<file path="config.mk">
export PLATFORM = sky130hd
export DESIGN_NAME = dp_chaos_osc
export DESIGN_NICKNAME = d
export VERILOG_FILES = /design/src/rtl/dp_chaos_osc.sv
export SDC_FILE = /design/constraint.sdc
export NUM_CORES = 2
export LEC_CHECK = 0
export BUFFER_PORTS_ARGS = -buffer_cell sky130_fd_sc_hd__buf_2
export CAP_MARGIN = 20
export CORE_AREA = 5 5 430 432
export DETAILED_ROUTE_END_ITERATION = 8
export DIE_AREA = 0 0 435 437
export PLACE_DENSITY = 0.64
export RECOVER_POWER = 25
export SETUP_SLACK_MARGIN = 0.05
export SLEW_MARGIN = 20
export SYNTH_ARGS = -nofsm -noshare
export SYNTH_HDL_FRONTEND = slang
export SYNTH_SLANG_ARGS = --single-unit
</file>
<file path="constraint.sdc">
create_clock -name clk -period 46.6 [get_ports clk]
set_input_delay 9.32 -clock clk [delete_from_list [all_inputs] [get_ports clk]]
set_output_delay 9.32 -clock clk [all_outputs]
set_load 0.1 [all_outputs]
</file>
<file path="src/rtl/dp_chaos_osc.sv">
module dp_chaos_osc #(
  parameter int W     = 32,
  parameter int FRAC  = 16,
  parameter int HSH   = 7,
  parameter int NSTG  = 7
) (
  input  logic                clk,
  input  logic                rst_n,
  input  logic                start,
  output logic                valid,
  output logic signed [W-1:0] x_out,
  output logic signed [W-1:0] y_out,
  output logic signed [W-1:0] z_out
);
  localparam int SW = $clog2(NSTG);

  function automatic logic signed [W-1:0] q(input longint n, input longint d);
    longint an, ad, r;
    an = (n < 0) ? -n : n;
    ad = (d < 0) ? -d : d;
    r  = (an * (longint'(1) << FRAC) + ad / 2) / ad;
    return ((n < 0) != (d < 0)) ? W'(-r) : W'(r);
  endfunction

  localparam logic signed [W-1:0] PA  = q(8888, 1000);
  localparam logic signed [W-1:0] PB  = q(4, 1);
  localparam logic signed [W-1:0] Y0  = q(39, 10);
  localparam logic signed [W-1:0] Z0  = q(7, 10);
  localparam logic signed [W-1:0] C10 = q(1, 5);
  localparam logic signed [W-1:0] C20 = q(3, 40);
  localparam logic signed [W-1:0] C21 = q(9, 40);
  localparam logic signed [W-1:0] C30 = q(44, 45);
  localparam logic signed [W-1:0] C31 = q(-56, 15);
  localparam logic signed [W-1:0] C32 = q(32, 9);
  localparam logic signed [W-1:0] C40 = q(19372, 6561);
  localparam logic signed [W-1:0] C41 = q(-25360, 2187);
  localparam logic signed [W-1:0] C42 = q(64448, 6561);
  localparam logic signed [W-1:0] C43 = q(-212, 729);
  localparam logic signed [W-1:0] C50 = q(9017, 3168);
  localparam logic signed [W-1:0] C51 = q(-355, 33);
  localparam logic signed [W-1:0] C52 = q(46732, 5247);
  localparam logic signed [W-1:0] C53 = q(49, 176);
  localparam logic signed [W-1:0] C54 = q(-5103, 18656);
  localparam logic signed [W-1:0] C60 = q(35, 384);
  localparam logic signed [W-1:0] C62 = q(500, 1113);
  localparam logic signed [W-1:0] C63 = q(125, 192);
  localparam logic signed [W-1:0] C64 = q(-2187, 6784);
  localparam logic signed [W-1:0] C65 = q(11, 84);

  typedef enum logic [1:0] {IDLE, COMB, DERIV} ph_t;

  ph_t                ph;
  logic [SW-1:0]      stg, jj;
  logic [1:0]         vi, dph;
  logic signed [W-1:0] st [3];
  logic signed [W-1:0] pt [3];
  logic signed [W-1:0] kr [NSTG][3];
  logic signed [W-1:0] acc, xx, ax, yz;
  logic signed [W-1:0] coef, mul_a, mul_b, p, acc_nx, kdy, kdz;
  logic signed [2*W-1:0] prod;

  always_comb begin
    case ({stg, jj})
      6'o10: coef = C10;
      6'o20: coef = C20; 6'o21: coef = C21;
      6'o30: coef = C30; 6'o31: coef = C31; 6'o32: coef = C32;
      6'o40: coef = C40; 6'o41: coef = C41; 6'o42: coef = C42; 6'o43: coef = C43;
      6'o50: coef = C50; 6'o51: coef = C51; 6'o52: coef = C52; 6'o53: coef = C53;
      6'o54: coef = C54;
      6'o60: coef = C60; 6'o62: coef = C62; 6'o63: coef = C63; 6'o64: coef = C64;
      6'o65: coef = C65;
      default: coef = '0;
    endcase
  end

  always_comb begin
    mul_a = coef;
    mul_b = kr[jj][vi];
    if (ph == DERIV) begin
      case (dph)
        2'd0: begin mul_a = pt[0]; mul_b = pt[0]; end
        2'd1: begin mul_a = PA;    mul_b = xx;    end
        2'd2: begin mul_a = pt[1]; mul_b = pt[2]; end
        default: begin mul_a = pt[1]; mul_b = pt[1]; end
      endcase
    end
  end

  assign prod   = mul_a * mul_b;
  assign p      = prod[2*W-FRAC-1:FRAC];
  assign acc_nx = ((jj == '0) ? '0 : acc) + p;
  assign kdy    = yz - pt[0];
  assign kdz    = pt[2] + ax - p - PB;

  always_ff @(posedge clk or negedge rst_n) begin
    if (!rst_n) begin
      ph <= IDLE; stg <= '0; jj <= '0; vi <= '0; dph <= '0; valid <= 1'b0;
      acc <= '0; xx <= '0; ax <= '0; yz <= '0;
      for (int v = 0; v < 3; v++) begin
        st[v] <= '0;
        pt[v] <= '0;
        for (int s = 0; s < NSTG; s++) kr[s][v] <= '0;
      end
    end else begin
      valid <= 1'b0;
      if (start) begin
        ph <= DERIV; dph <= '0; stg <= '0; jj <= '0; vi <= '0;
        st[0] <= '0; st[1] <= Y0; st[2] <= Z0;
        pt[0] <= '0; pt[1] <= Y0; pt[2] <= Z0;
      end else begin
        case (ph)
          COMB: begin
            acc <= acc_nx;
            if (jj == stg - SW'(1)) begin
              pt[vi] <= st[vi] + (acc_nx >>> HSH);
              jj <= '0;
              if (vi == 2'd2) begin
                vi <= '0; ph <= DERIV; dph <= '0;
              end else vi <= vi + 2'd1;
            end else jj <= jj + SW'(1);
          end
          DERIV: begin
            dph <= dph + 2'd1;
            case (dph)
              2'd0: xx <= p;
              2'd1: ax <= p;
              2'd2: yz <= p;
              default: begin
                kr[stg][0] <= pt[1];
                kr[stg][1] <= kdy;
                kr[stg][2] <= kdz;
                ph <= COMB; jj <= '0; vi <= '0;
                if (stg == SW'(NSTG - 1)) begin
                  kr[0][0] <= pt[1]; kr[0][1] <= kdy; kr[0][2] <= kdz;
                  for (int v = 0; v < 3; v++) st[v] <= pt[v];
                  valid <= 1'b1;
                  stg <= SW'(1);
                end else stg <= stg + SW'(1);
              end
            endcase
          end
          default: ;
        endcase
      end
    end
  end

  assign x_out = st[0];
  assign y_out = st[1];
  assign z_out = st[2];

  logic [7:0] cyc;
  always_ff @(posedge clk or negedge rst_n) begin
    if (!rst_n)     cyc <= '0;
    else if (start) cyc <= '0;
    else if (valid) cyc <= 8'd1;
    else            cyc <= cyc + 8'd1;
  end

  assert_init_load_R1: assert property (@(posedge clk) disable iff (!rst_n)
    start |=> (x_out == '0 && y_out == Y0 && z_out == Z0));

  assert_valid_pulse_R7: assert property (@(posedge clk) disable iff (!rst_n)
    valid |=> !valid);

  assert_out_hold_R7: assert property (@(posedge clk) disable iff (!rst_n)
    (!$stable(x_out) || !$stable(y_out) || !$stable(z_out)) |-> (valid || $past(start)));

  assert_fsal_reuse_R6: assert property (@(posedge clk) disable iff (!rst_n)
    valid |-> (kr[0][0] == y_out));

  assert_step_period_R6: assert property (@(posedge clk) disable iff (!rst_n)
    valid |-> (cyc == 8'd91 || cyc == 8'd87));
endmodule

</file>
Word-level counts from Yosys, hierarchy flattened
Memory sizes are Yosys's and may differ from the RTL's.
Index checks and enable logic that the tools add are counted.

cells by class
  add/sub/neg operators = 11
  multipliers = 1
  magnitude comparators = 5
  equal/unequal tests = 11
  mux-type cells = 60
  bitwise operators = 5
  reductions and logical operators = 22

operators with widths
  operator                                                               number
  672-bit bitwise mux                                                    3
  96-bit 2-to-1 mux                                                      11
  96-bit demux with 3-bit select                                         3
  96-bit binary-select mux with 3-bit select                             1
  32-bit 2-to-1 mux                                                      9
  32-bit binary-select mux with 2-bit select                             2
  96-bit bitwise mux                                                     1
  32-bit case mux with 3 select lines                                    1
  32-bit adder                                                           2
  32-bit demux with 2-bit select                                         1
  64-bit 2-to-1 mux                                                      1
  32-bit case mux with 2 select lines                                    1
  32-bit subtractor                                                      2
  32-bit by 32-bit multiplier with 48-bit output                         1
  32-bit by 25-bit adder with 32-bit output                              1
  32-bit by 20-bit subtractor with 32-bit output, second input constant  1
  2-bit 2-to-1 mux                                                       11
  3-bit 2-to-1 mux                                                       7
  3-bit AND reduction                                                    7
  2-bit case mux with 2 select lines                                     3
  3-bit != test, second input constant                                   3
  4-bit >= comparator, second input constant                             2
  3-bit NOT with 4-bit output                                            2
  2-bit AND reduction                                                    4
  other kinds (22)                                                       35

word-level totals
  flip-flop bits (word level) = 1005
  memory bits (read-only) = 2048
  input port bits = 3
  output and inout bits = 97
  memories = 1

memory list
  name              depth  width  rd ports  clocked after Yosys merged registers in  write ports  RTL line  text
  (name not given)  64     32     1         0                                        0            63        case ({stg, jj})

Depth between registers and ports, before layout
  depth after elaboration = 15
  depth in mapped cells = 75
  mapped depth without buffers = 64

Worst setup path before layout
Ideal clock, no wire load.

  path type = register -> register
  start = reg jj[0]
  end = reg pt[61] (netlist bit)
  arrival = 16.024 ns
  setup slack = 30.438 ns
  stages on the path, launching flop included = 69
  path buffers = 13
  clock period less this slack = 16.162 ns
  path through = dfrtp_1 > buf_6 > buf_8 > buf_6 > buf_6 > buf_6 > buf_4 > buf_1 > buf_1 > clkbuf_1 > clkbuf_1 > inv_1 > ha_1 > clkbuf_1 > nor2b_1 > a221oi_1 > nor2_1 > o21ai_0 > [33 not listed] > xnor2_1 > ha_1 > a21oi_1 > o21ai_0 > a21oi_1 > o21ai_0 > a21oi_1 > nor2b_1 > o31ai_1 > a2111oi_0 > a311o_1 > o211a_1 > o31ai_1 > a211oi_1 > o21a_1 > o41ai_1 > xor2_1 > o22ai_1

between the ends
  word-level cells in the longest chain between the ends = 15
  elaborated cells between the ends (all ways) = 22
  those cells by class = 2 x add/sub; 1 x mul; 1 x eq/ne; 13 x mux; 1 x bitwise; 3 x reduce/logical; 1 x memory

ends and longest elaborated chain
  element                                               RTL line  text
  from (decl)                                           53        logic [SW-1:0] stg, jj;
  from (signal assigned)                                120       end else jj <= jj + SW'(1);
  3-bit NOT with 4-bit output (not written as such)     78        mul_b = kr[jj][vi];
  96-bit binary-select mux with 3-bit select            78
  96-bit 2-to-1 mux (not written as such) (2 in a row)  78
  32-bit binary-select mux with 2-bit select            78
  32-bit 2-to-1 mux (not written as such) (2 in a row)  78
  32-bit 2-to-1 mux                                     79        if (ph == DERIV) begin
  32-bit by 32-bit multiplier with 48-bit output *      89        assign prod = mul_a * mul_b;
  net prod[19]                                          60        logic signed [2*W-1:0] prod;
  32-bit adder *                                        91        assign acc_nx = ((jj == '0) ? '0 : acc) + p;
  net acc_nx[9]                                         59        logic signed [W-1:0] coef, mul_a, mul_b, p, acc_nx, kdy, kdz;
  32-bit by 25-bit adder with 32-bit output *           115       pt[vi] <= st[vi] + (acc_nx >>> HSH);
  96-bit bitwise mux *                                  115
  96-bit 2-to-1 mux *                                   114       if (jj == stg - SW'(1)) begin
  96-bit 2-to-1 mux *                                   111       case (ph)
  96-bit 2-to-1 mux *                                   106       if (start) begin
  to (signal, indexed assignment)                       115
  to (decl)                                             56        logic signed [W-1:0] pt [3];

Mark *: on every way through the listed nets, which the timed path passes. The rest lies on a longest branch. The select of a mux whose other input is x is not followed.
A chain may end at the register's enable or synchronous reset.

Worst setup path after layout
  start = reg jj[0]
  end = reg pt[61] (netlist bit)

between the ends
  word-level cells in the longest chain between the ends = 15
  elaborated cells between the ends (all ways) = 22
  those cells by class = 2 x add/sub; 1 x mul; 1 x eq/ne; 13 x mux; 1 x bitwise; 3 x reduce/logical; 1 x memory

ends and longest elaborated chain
  element                                               RTL line
  3-bit NOT with 4-bit output (not written as such)     78
  96-bit binary-select mux with 3-bit select            78
  96-bit 2-to-1 mux (not written as such) (2 in a row)  78
  32-bit binary-select mux with 2-bit select            78
  32-bit 2-to-1 mux (not written as such) (2 in a row)  78
  32-bit 2-to-1 mux                                     79
  32-bit by 32-bit multiplier with 48-bit output *      89
  net prod[35]                                          60
  32-bit adder *                                        91
  32-bit by 25-bit adder with 32-bit output *           115
  96-bit bitwise mux *                                  115
  96-bit 2-to-1 mux *                                   114
  96-bit 2-to-1 mux *                                   111
  96-bit 2-to-1 mux *                                   106

Marks and branches as above.

==> results.md <==
Run status:
- The flow ran to the end, but the final reports show violations.
- The final reports fail on capacitance limit, slew limit.

Synthesis:
- The post-synthesis xor/xnor area fraction is 2.09%.
- For this run, the register share of the synthesized area comes to 31.1%.
- After synthesis, the largest family of logic cells by area is adder cells.
- For this run, asynchronously set or reset flops after synthesis account for 100%.
- The synthesized netlist net count is 9,586.
- After synthesis, the mean cell area works out to 9.64 µm².
- The synthesis-stage register bit count is 1,005.
- In this run, distinct cell masters in the synthesized netlist total 98.
- The number of warnings issued by yosys is 0.
- In this run the cell area of the synthesized design comes to 0.0808 mm².
- In the synthesized netlist the dominant register cell turns out to be sky130_fd_sc_hd__dfrtp_1.
- The multiplexer fraction of the synthesized cell area is 8.14%.
- The synthesized design contains 0 enable-type register cells.
- Of the total synthesized cell area, the portion taken by full adders, half adders and majority gates is 26.7%.
- The compound-cell area share of the yosys netlist is 11.5%.
- In the synthesized netlist, the number of instances is 8,381.
- Summing the areas of all and, or, nand and nor instances in the mapped netlist gives 12.9% of the synthesized area.

CTS:
- The TritonCTS clock tree is done.
- After clock tree synthesis, the clock-pin slew on the worst setup and hold paths is 70 ps.
- In this run the clock root is driven by a sky130_fd_sc_hd__clkbuf_16.
- The number of buffers on the longest clock path is 3.
- At the later pin of the worst-skew pair, clock insertion delay measures 720 ps.
- The setup fix buffers added after clock tree synthesis is 0.
- The number of clock sinks seen by CTS is 1,005.
- After clock tree synthesis, the repair step resized 0 gates.
- Clock tree synthesis inserted a total of 100 buffers.
- The number of buffers inserted for hold repair after clock tree synthesis is 0.
- CTS built an H-tree with a depth of 3.

Die:
- The initialized floorplan defines 156 standard-cell rows.
- The y dimension of the die is 437 µm.
- The number of ports placed on the die boundary is 100.
- The effective utilization at floorplan is 44.8%.
- The floorplan step set the die width to 435 µm.
- The standard cell core area is 0.180 mm².
- The die covers 0.190 mm².

Global routing:
- The pin count of the biggest net entering global routing is 172.
- The via count of the first global-routing pass is 64,400.
- The met1 global-route usage is 37.7%.
- The first-pass GRT wire length is 415,000 µm.
- After global routing the overflow that remains totals 0.
- The global routing usage on met2 is 46.0%.
- The initial antenna violation count is 14.
- The busiest layer in global routing is met2.
- Global routing used 28.8% of the available tracks across all layers.
- Global routing consumed, on the met3 layer, 5.26% of the routing resources.

Routing:
- In this run the remaining antenna-violating nets after routing total 0.
- Summed over all layers, the routed wires come to 275,000 µm.
- After detailed routing, the number of remaining DRC violations is 0.
- Using the TritonRoute via totals, the vias-per-cell ratio works out to 5.84.
- The routed via count is 62,500.
- The first detailed-routing pass ran for 8 iterations.
- The routed length per placed instance is 25.7 µm.
- For this block, the initial DRC count from the detailed router was 6,178.

STA:
- The worst path in the final design needs a cycle of 18,160 ps, including I/O delays and setup.
- The count of endpoints failing hold in the final timing report came to 0.
- Setup repair after global routing left no endpoint under its margin.
- The max-slew violation count is 579.
- Derived from the worst setup path, the maximum achievable clock frequency is 55.1 MHz.
- Headroom to the max-slew limit came out at -204%.
- The slew of the pin with the lowest slew margin is 4560 ps.
- The setup clock skew after layout is 29.0 ps.
- The final setup TNS is 0 ps.
- The final period utilization is 39.0%.
- The number of setup violations in the final report is 0.

Placement:
- At the end of routability-driven placement, the weighted congestion stood at 0.981.
- The number of port buffers is 99.
- The placed wire-length estimate after detailed placement is 201,000 µm.

Critical path:
- Data on the critical path arrives at its endpoint at 18,720 ps.
- Data on the critical path is required at its endpoint by 47,160 ps.
- Among the stages of the critical path, the cell type that occurs most often is sky130_fd_sc_hd__inv_1.
- STA classifies the critical path endpoint as a register.
- The maximum fanout encountered on the critical timing path is 47.
- Among all stages on the critical path, the largest delay is contributed by sky130_fd_sc_hd__buf_4.
- The setup path with the least slack is of type register to register.
- For this run, the slowest stage of the critical path takes 790 ps.
- The startpoint of the worst register-to-register path is jj[0].
- For flop-to-flop paths, the worst setup slack is 28,440 ps.
- The launching element type of the critical path is a register.
- The worst-case reg-to-reg path depth is 58.
- The capture point of the worst reg-to-reg path is pt[61].

Run:
- Across the run, the number of max-cap violations was 10.

Min path:
- The worst hold-check path type is register to register.
- The hold-critical path endpoint is kr[115].
- The worst hold path depth is 2.
- The startpoint identified for the worst hold timing path is kr[115].

Layout:
- Of the cells placed in the final design, the portion with a size suffix greater than 1 is 12.0%.
- The relative area change from synthesis to final layout is 8.51%.
- Leaving out fill and tap cells, the most frequent cell in the layout is sky130_fd_sc_hd__nand2_1.
- The top cell types in the final layout, fill and taps aside, are sky130_fd_sc_hd__nand2_1, sky130_fd_sc_hd__inv_1, sky130_fd_sc_hd__dfrtp_1.
- The total number of nets in the final design is 9,444.
-- cell usage after synthesis, types with 30 or more instances --
| library cell | instances | area, µm² |
|---|---|---|
| sky130_fd_sc_hd__nand2_1 | 1136 | 4260 |
| sky130_fd_sc_hd__inv_1 | 1062 | 3990 |
| sky130_fd_sc_hd__dfrtp_1 | 1005 | 25100 |
| sky130_fd_sc_hd__fa_1 | 871 | 17400 |
| sky130_fd_sc_hd__o21ai_0 | 710 | 3550 |
| sky130_fd_sc_hd__nor2_1 | 682 | 2560 |
| sky130_fd_sc_hd__clkbuf_1 | 422 | 1580 |
| sky130_fd_sc_hd__ha_1 | 331 | 4140 |
| sky130_fd_sc_hd__mux2_2 | 324 | 3650 |
| sky130_fd_sc_hd__a21oi_1 | 272 | 1360 |
| sky130_fd_sc_hd__nand2b_1 | 204 | 1280 |
| sky130_fd_sc_hd__xnor2_1 | 125 | 1090 |
| sky130_fd_sc_hd__mux4_2 | 94 | 2120 |
| sky130_fd_sc_hd__nor3_1 | 77 | 385 |
| sky130_fd_sc_hd__nor2b_1 | 72 | 450 |
| sky130_fd_sc_hd__mux2i_1 | 71 | 711 |
| sky130_fd_sc_hd__a221oi_1 | 63 | 552 |
| sky130_fd_sc_hd__buf_1 | 62 | 233 |
| sky130_fd_sc_hd__xor2_1 | 59 | 517 |
| sky130_fd_sc_hd__or2_2 | 56 | 350 |
| sky130_fd_sc_hd__nand3_1 | 50 | 250 |
| sky130_fd_sc_hd__a22o_1 | 48 | 420 |
| sky130_fd_sc_hd__o211ai_1 | 43 | 323 |
| sky130_fd_sc_hd__a21o_1 | 39 | 293 |
| sky130_fd_sc_hd__and2_1 | 35 | 219 |
| sky130_fd_sc_hd__a221o_1 | 30 | 300 |
-- layout make-up --
class / count / area [µm²]
multi-input combinational: 5793 / 49900
sequential: 1005 / 25200
antenna: 9 / 22.5
clock inverter: 44 / 808
clock buffer: 142 / 2910
inverter: 1065 / 4000
fill: 16700 / 92500
timing repair buffer: 274 / 1810
tap: 2370 / 2970
-- worst max-delay path by stage --
stage,startpoint,endpoint,slack (ps),depth (start not counted)
after floorplan,jj[0],pt[61],30440,68
after CTS,jj[0],pt[61],28610,58
after global placement,jj[0],pt[29],28580,58
after global routing,jj[0],pt[61],27410,58
after detailed placement,jj[0],pt[61],28740,58
final,jj[0],pt[61],28440,58
-- state kept, by name, summed over array words and instances (netlist names) --
| register | flops |
|---|---|
| kr | 672 |
| pt | 96 |
| acc | 32 |
| ax | 32 |
| x_out | 32 |
| xx | 32 |
| y_out | 32 |
| yz | 32 |
| z_out | 32 |
| jj | 3 |
| stg | 3 |
| dph | 2 |
| ph | 2 |
| vi | 2 |
| valid | 1 |
-- worst max-delay path: cells and delay by family (launching register included) --
kind	cells	cell delay, ps
AO/OA/AOI/OAI	23	5470
multiplexers	1	420
buffers and inverters	11	2850
AND/OR/NAND/NOR	10	3250
XOR/XNOR	2	550
flip-flops	1	680
adder cells (fa/ha/maj)	11	4660
-- layer usage --
layer	up-vias	share of wire [%]
met1	32100	40
met4	4	6.1
li1	27000	-
met2	2815	46
met5	-	0.018
met3	638	8.5
-- through the flow --
step	setup WS, ps	hold WS, ps	utilization [%]	cells	cell area, µm²
after CTS	28610	474	48.6	10700	87600
after detailed placement	28740	459	46.6	10500	83900
after global placement	28580	451	46.6	10500	83900
final	28440	474	48.6	10700	87600
after floorplan	30440	438	-	8381	80800
after global routing	27410	493	48.6	10700	87600
-- logic make-up (layout without fill, tap and decap cells) --
| family | after synthesis | in the layout |
|---|---|---|
| xor+xnor | 187 | 187 |
| other cells | 0 | 9 |
| flops | 1005 | 1005 |
| mux | 495 | 495 |
| simple gates | 2411 | 2411 |
| fa+ha+maj | 1202 | 1202 |
| compound gates | 1498 | 1498 |
| buf+inv | 1583 | 1525 |
Power is left out: the tool's default activity adds up to more than one toggle a clock period on the data nets, which glitch-free logic cannot reach.
